==> src/rtl/ext_bus_pkg.sv <==
package ext_bus_pkg;
  typedef enum logic [1:0] {
    ACC_CODE = 2'd0,
    ACC_RD   = 2'd1,
    ACC_WR   = 2'd2
  } acc_kind_e;
endpackage

==> src/rtl/ext_bus_phase.sv <==
module ext_bus_phase #(
  parameter int CYCLE_CLKS = 12,
  localparam int PW = $clog2(CYCLE_CLKS),
  localparam int LAST = CYCLE_CLKS - 1
) (
  input  logic          clk_i,
  input  logic          rst_ni,
  input  logic          start_i,
  output logic          active_o,
  output logic [PW-1:0] ph_o
);
  logic          active_q;
  logic [PW-1:0] ph_q;

  always_ff @(posedge clk_i or negedge rst_ni) begin
    if (!rst_ni) begin
      active_q <= 1'b0;
      ph_q     <= '0;
    end else if (!active_q) begin
      if (start_i) begin
        active_q <= 1'b1;
        ph_q     <= '0;
      end
    end else if (ph_q == PW'(LAST)) begin
      active_q <= 1'b0;
      ph_q     <= '0;
    end else begin
      ph_q <= ph_q + 1'b1;
    end
  end

  assign active_o = active_q;
  assign ph_o     = ph_q;

  assert_phase_range_R10: assert property (@(posedge clk_i) disable iff (!rst_ni)
    active_q |-> ph_q <= PW'(LAST));
  assert_cycle_full_R10: assert property (@(posedge clk_i) disable iff (!rst_ni)
    (active_q && ph_q != PW'(LAST)) |=> active_q);
endmodule

==> src/rtl/ext_bus_req.sv <==
module ext_bus_req
  import ext_bus_pkg::*;
#(
  parameter int AW = 16,
  parameter int DW = 8,
  parameter int ROM_SIZE = 4096
) (
  input  logic          clk_i,
  input  logic          rst_ni,
  input  logic          take_i,
  input  logic [1:0]    kind_i,
  input  logic [AW-1:0] addr_i,
  input  logic [DW-1:0] wdata_i,
  input  logic          ea_i,
  output acc_kind_e     kind_o,
  output logic [AW-1:0] addr_o,
  output logic [DW-1:0] wdata_o,
  output logic          intl_o
);
  acc_kind_e     kind_d, kind_q;
  logic          hit;
  logic [AW-1:0] addr_q;
  logic [DW-1:0] wdata_q;
  logic          intl_q;

  always_comb begin
    case (kind_i)
      2'd0:    kind_d = ACC_CODE;
      2'd2:    kind_d = ACC_WR;
      default: kind_d = ACC_RD;
    endcase
  end

  generate
    if (ROM_SIZE > 0) begin : g_rom
      assign hit = (kind_d == ACC_CODE) && ea_i && (addr_i < AW'(ROM_SIZE));
    end else begin : g_no_rom
      assign hit = 1'b0;
    end
  endgenerate

  always_ff @(posedge clk_i or negedge rst_ni) begin
    if (!rst_ni) begin
      kind_q  <= ACC_CODE;
      addr_q  <= '0;
      wdata_q <= '0;
      intl_q  <= 1'b0;
    end else if (take_i) begin
      kind_q  <= kind_d;
      addr_q  <= addr_i;
      wdata_q <= wdata_i;
      intl_q  <= hit;
    end
  end

  assign kind_o  = kind_q;
  assign addr_o  = addr_q;
  assign wdata_o = wdata_q;
  assign intl_o  = intl_q;

  assert_data_never_rom_R11: assert property (@(posedge clk_i) disable iff (!rst_ni)
    (kind_q != ACC_CODE) |-> !intl_q);
endmodule

==> src/rtl/ext_bus_strobes.sv <==
module ext_bus_strobes
  import ext_bus_pkg::*;
#(
  parameter int AW = 16,
  parameter int DW = 8,
  parameter int CYCLE_CLKS = 12,
  localparam int PW = $clog2(CYCLE_CLKS),
  localparam int HW = AW - DW,
  localparam int ALE_END = 2,
  localparam int ADDR_END = 3,
  localparam int STB_BEG = 4,
  localparam int STB_END = CYCLE_CLKS - 2
) (
  input  logic          clk_i,
  input  logic          rst_ni,
  input  logic          active_i,
  input  logic [PW-1:0] ph_i,
  input  acc_kind_e     kind_i,
  input  logic          intl_i,
  input  logic [AW-1:0] addr_i,
  input  logic [DW-1:0] wdata_i,
  output logic [DW-1:0] ad_o,
  output logic          ad_oe_o,
  output logic [HW-1:0] addr_hi_o,
  output logic          ale_o,
  output logic          psen_no,
  output logic          rd_no,
  output logic          wr_no,
  output logic          rom_en_o
);
  logic ext, in_ale, in_addr, in_stb, in_wdat, wr_acc;

  assign ext     = active_i && !intl_i;
  assign in_ale  = ph_i < PW'(ALE_END);
  assign in_addr = ph_i < PW'(ADDR_END);
  assign in_stb  = (ph_i >= PW'(STB_BEG)) && (ph_i < PW'(STB_END));
  assign in_wdat = (ph_i >= PW'(ADDR_END)) && (ph_i <= PW'(STB_END));
  assign wr_acc  = kind_i == ACC_WR;

  assign ale_o     = ext && in_ale;
  assign ad_oe_o   = ext && (in_addr || (wr_acc && in_wdat));
  assign ad_o      = !ext ? '0 : in_addr ? addr_i[DW-1:0] :
                     (wr_acc && in_wdat) ? wdata_i : '0;
  assign addr_hi_o = ext ? addr_i[AW-1:DW] : '0;
  assign psen_no   = !(ext && kind_i == ACC_CODE && in_stb);
  assign rd_no     = !(ext && kind_i == ACC_RD && in_stb);
  assign wr_no     = !(ext && wr_acc && in_stb);
  assign rom_en_o  = active_i && intl_i && in_stb;

  // latch closes on a held address
  assert_ale_fall_addr_R2: assert property (@(posedge clk_i) disable iff (!rst_ni)
    $fell(ale_o) |-> ad_oe_o && $stable(ad_o));
  assert_ale_drives_R2: assert property (@(posedge clk_i) disable iff (!rst_ni)
    ale_o |-> ad_oe_o);
  assert_read_released_R5: assert property (@(posedge clk_i) disable iff (!rst_ni)
    (!rd_no || !psen_no) |-> !ad_oe_o);
  assert_wdata_setup_R6: assert property (@(posedge clk_i) disable iff (!rst_ni)
    $fell(wr_no) |-> ad_oe_o && $stable(ad_o));
  assert_wdata_hold_R6: assert property (@(posedge clk_i) disable iff (!rst_ni)
    $rose(wr_no) |-> ad_oe_o && $stable(ad_o));
  assert_rom_quiet_R8: assert property (@(posedge clk_i) disable iff (!rst_ni)
    rom_en_o |-> psen_no && rd_no && wr_no && !ale_o);
endmodule

==> src/rtl/ext_mem_bus.sv <==
module ext_mem_bus
  import ext_bus_pkg::*;
#(
  parameter int AW = 16,
  parameter int DW = 8,
  parameter int CYCLE_CLKS = 12,
  parameter int ROM_SIZE = 4096,
  localparam int HW = AW - DW,
  localparam int PW = $clog2(CYCLE_CLKS),
  localparam int ROM_AW = (ROM_SIZE > 1) ? $clog2(ROM_SIZE) : 1,
  localparam int SAMPLE = CYCLE_CLKS - 3,
  localparam int LAST = CYCLE_CLKS - 1
) (
  input  logic              clk_i,
  input  logic              rst_ni,
  input  logic              req_i,
  input  logic [1:0]        kind_i,
  input  logic [AW-1:0]     addr_i,
  input  logic [DW-1:0]     wdata_i,
  input  logic              ea_i,
  output logic              ready_o,
  output logic              done_o,
  output logic [DW-1:0]     rdata_o,
  output logic [DW-1:0]     ad_o,
  output logic              ad_oe_o,
  input  logic [DW-1:0]     ad_i,
  output logic [HW-1:0]     addr_hi_o,
  output logic              ale_o,
  output logic              psen_no,
  output logic              rd_no,
  output logic              wr_no,
  output logic              rom_en_o,
  output logic [ROM_AW-1:0] rom_addr_o,
  input  logic [DW-1:0]     rom_data_i
);
  logic          active, take, intl;
  logic [PW-1:0] ph;
  acc_kind_e     kind;
  logic [AW-1:0] addr;
  logic [DW-1:0] wdata, rdata_q;

  assign take = req_i && !active;

  ext_bus_phase #(.CYCLE_CLKS(CYCLE_CLKS)) i_phase (
    .clk_i, .rst_ni, .start_i(take), .active_o(active), .ph_o(ph)
  );

  ext_bus_req #(.AW(AW), .DW(DW), .ROM_SIZE(ROM_SIZE)) i_req (
    .clk_i, .rst_ni, .take_i(take), .kind_i, .addr_i, .wdata_i, .ea_i,
    .kind_o(kind), .addr_o(addr), .wdata_o(wdata), .intl_o(intl)
  );

  ext_bus_strobes #(.AW(AW), .DW(DW), .CYCLE_CLKS(CYCLE_CLKS)) i_strobes (
    .clk_i, .rst_ni, .active_i(active), .ph_i(ph), .kind_i(kind), .intl_i(intl),
    .addr_i(addr), .wdata_i(wdata), .ad_o, .ad_oe_o, .addr_hi_o, .ale_o,
    .psen_no, .rd_no, .wr_no, .rom_en_o
  );

  // capture one clock before the strobe rises
  always_ff @(posedge clk_i or negedge rst_ni) begin
    if (!rst_ni) rdata_q <= '0;
    else if (active && ph == PW'(SAMPLE)) rdata_q <= intl ? rom_data_i : ad_i;
  end

  assign ready_o    = !active;
  assign done_o     = active && ph == PW'(LAST);
  assign rdata_o    = rdata_q;
  assign rom_addr_o = addr[ROM_AW-1:0];

  assert_reset_idle_R1: assert property (@(posedge clk_i)
    !rst_ni |-> psen_no && rd_no && wr_no && !ale_o && !ad_oe_o);
  assert_one_strobe_R7: assert property (@(posedge clk_i) disable iff (!rst_ni)
    $countones({!psen_no, !rd_no, !wr_no}) <= 1);
  assert_accept_busy_R10: assert property (@(posedge clk_i) disable iff (!rst_ni)
    (req_i && ready_o) |=> !ready_o);
  assert_done_frees_R10: assert property (@(posedge clk_i) disable iff (!rst_ni)
    done_o |=> ready_o);
endmodule

==> config.mk <==
export PLATFORM = sky130hd
export DESIGN_NAME = ext_mem_bus
export DESIGN_NICKNAME = d
export VERILOG_FILES = /design/src/rtl/ext_bus_pkg.sv /design/src/rtl/ext_bus_phase.sv /design/src/rtl/ext_bus_req.sv /design/src/rtl/ext_bus_strobes.sv /design/src/rtl/ext_mem_bus.sv
export SDC_FILE = /design/constraint.sdc
export NUM_CORES = 1
export LEC_CHECK = 0
export BUFFER_PORTS_ARGS = -buffer_cell sky130_fd_sc_hd__buf_4
export CAP_MARGIN = 20
export CORE_MARGIN = 5
export CORE_UTILIZATION = 38
export DETAILED_ROUTE_END_ITERATION = 12
export GPL_TIMING_DRIVEN = 0
export PLACE_DENSITY = 0.7
export REMOVE_ABC_BUFFERS = 1
export SYNTH_ARGS = -nofsm -noshare
export SYNTH_HDL_FRONTEND = slang
export SYNTH_SLANG_ARGS = --single-unit
==> constraint.sdc <==
create_clock -name clk_i -period 2.92 [get_ports clk_i]
set_clock_uncertainty 0.2 [all_clocks]
set_input_delay 0.584 -clock clk_i [delete_from_list [all_inputs] [get_ports clk_i]]
set_output_delay 0.584 -clock clk_i [all_outputs]
set_load 0.02 [all_outputs]
==> run metrics <==
number of global-route vias before repair=1747; nets@finish=roughly 360; worst-path fanout max=7; Setup crit start=i_phase.ph_o[0]; drt pass-1 iters=4; CP max stage delay=470 ps; highest clock rate=0.361 GHz; Total Wirelength=about 4900 um; worst path cell trace=ha_1 > nor3_2 > a211oi_4 > buf_4 > a22o_1 > buf_4; clock tree root buffer cell=clkbuf_8; initial drt markers=56; final number of setup-violating endpoints=0; most frequent cells in the layout=91 x nand2_1, 91 x buf_4, 40 x dfrtp_1, 10 x o21ai_0; CP required=roughly 2100 ps; Clock Latency Late Sink=between 200 and 300 ps; yosys warns=0; vias per cell=4.66; worst r2r dst=i_req.intl_o; final core occ=0.536; total CTS buffers=5; CP Capture Type=primary output; power density cells=about 1100 mW/mm2; CTS Sinks=40; Tmin final=2770 ps; H-tree levels=2; clk slew on worst S/H paths=70 ps; asr flop ratio synth=1.00; number of synthesized flops with an enable pin=0; synth unique cells=32; Core Region=approximately 0.0052 mm2; first-pass GRT wire length=8040 um; CP dominant cell by count=buf_4; Max Slew Vio Count=0; die footprint=about 0.0070 mm2; register area share after synthesis=0.485; Ant. Diodes=0; Yosys reg bits=40; static leakage=1.48 nW; Antenna Violating Nets Remaining=0; # port buffers=between 80 and 90; status=finished clean; measured slew at the worst slew-check pin=607 ps; Final Hold Fails=0; Rows=26; drt drc=0; Post-DP HPWL=3630 um; layout cells sized above 1=0.342; Hold Crit Class=primary input to asynchronous set/reset pin; CP Capture Point=ad_o[2]; Layout fillers=about 480; Max-Cap Viols=0; unrepaired setup endpoints after global routing=false; Routed WL per cell=~13 um; synthesized area=a little over 0.002 mm2; die height=83.7 um; GRT Util Overall=0.140; dominant synthesized flop cell=dfrtp_1; Slew HR=0.596; crit path DAT=approximately 2000 ps; TritonCTS clock tree=done; setup TNS=0 ps; Starting Density=0.396; reg2reg start=i_phase.active_o; gp weighted congestion=0.793; crit path launch type=flop; average cell area after synthesis=8.93 um2; Mapped Cells=231; Area Growth Syn to Fin=35.2%; CTS max path bufs=2; fin crit share=0.948; IO Pins=90; Die X=83.7 um; largest net degree at the start of global routing=between 40 and 50; antenna violations before repair=0; peak supply drop=0.423 mV; FF-to-FF setup slack=between 1000 and 1500 ps; Reg2Reg Depth=4; slowest stage cell, crit path=dfrtp_1; kind of critical path=flop to primary output; total gr overflow=0; Vias=1755
## power breakdown
group	total [mW]	internal [mW]	switching, mW
Clock	0.340	0.162	0.178
Sequential	1.03	0.806	0.221
Combinational	1.57	0.709	0.860
## flip-flops by register name, summed over array words and instances (netlist names)
| name | cells |
|---|---|
| i_req.intl_o | 1 |
| i_req.addr_o | 16 |
| i_phase.ph_o | 4 |
| rdata_o | 8 |
| i_req.kind_o | 2 |
| i_req.wdata_o | 8 |
| i_phase.active_o | 1 |
## critical path: cells and delay by family, from the launching register on
kind | cells | cell delay, ps
DFF | 1 | 470
buffers and inverters | 2 | 340
and+or+nand+nor | 1 | 320
AOI/OAI and AO/OA | 2 | 290
adders and majority gates | 1 | 290
## final cells by class
class | count | area (um2) | share of cell area
sequential | 40 | 1000 | 0.359
multi-input combinational | 165 | 905 | 0.325
timing repair buffer | 93 | 709 | 0.254
tap | 70 | 87.6 | 0.0314
clock buffer | 6 | 72.6 | 0.0260
inverter | 2 | 7.51 | 0.00269
clock inverter | 1 | 5.00 | 0.00180
## synthesized netlist by cell type, drive strengths merged, types with 2 or more instances
cell type,instances,area [um2]
a21o,3,22.5
a22o,8,70.1
and2,9,56.3
and2b,2,15.0
and3,2,12.5
buf,23,156
dfrtp,40,1000
ha,2,25.0
inv,2,7.51
mux2i,8,80.1
nand2,91,342
nand2b,2,12.5
nand3,3,15.0
nand3b,2,15.0
nor2,4,15.0
nor2b,5,31.3
nor3,2,15.0
nor4,2,12.5
o21ai,12,60.1
## through the flow
stage / setup WS [ps] / hold slack (ps) / cell area, um2 / cells / total power, mW
after global routing: 11.0 / 108 / 2790 / 377 / 3.15
after global placement: 153 / 250 / 2660 / 366 / 2.57
after floorplan: 638 / 88.4 / 1900 / 207 / 1.92
after CTS: 3.46 / 80.2 / 2760 / 374 / 2.96
final: 152 / 67.8 / 2790 / 377 / 2.94
after detailed placement: 144 / 256 / 2680 / 367 / 2.61
## how the worst min path moves through the flow
| stage | end | from | depth (start not counted) | slack [ps] |
|---|---|---|---|---|
| 4_1_cts | i_req.addr_o[11] | rst_ni | 1 | 80 |
| 6_report | i_req.addr_o[8] | rst_ni | 1 | 70 |
| 5_1_grt | i_req.addr_o[8] | rst_ni | 1 | 110 |
| 3_3_place_gp | i_req.addr_o[13] | i_req.addr_o[13] | 2 | 250 |
| 3_5_place_dp | i_req.addr_o[15] | i_req.addr_o[15] | 2 | 260 |
| 2_1_floorplan | i_phase.active_o | rst_ni | 0 | 90 |
## per-layer routing
layer  up-vias  global-route usage  routed length, um
li1        891                   -                  -
met1       805               0.168               2070
met2        53               0.231               2390
met3         6              0.0602                413
met4         0              0.0351                 41
met5         -                   0                  0
## logic make-up after synthesis
kind of cell,Yosys count,share of synthesized area
AND/OR/NAND/NOR,126,0.280
buffers and inverters,26,0.0813
AO/OA/AOI/OAI,28,0.0983
XOR/XNOR,1,0.00425
multiplexers,8,0.0388
adder cells (fa/ha/maj),2,0.0121
flip-flops,40,0.485
## timing repair
| action | in CTS | in global routing |
|---|---|---|
| setup buffers | 0 | 2 |
| pin swaps | 0 | 1 |
| setup endpoints to repair | 8 | 8 |
| hold endpoints to repair | 0 | 0 |
| gates resized for setup | 2 | 1 |
| hold buffers | 0 | 0 |
Note: power is estimated with default switching activity, not from simulation.
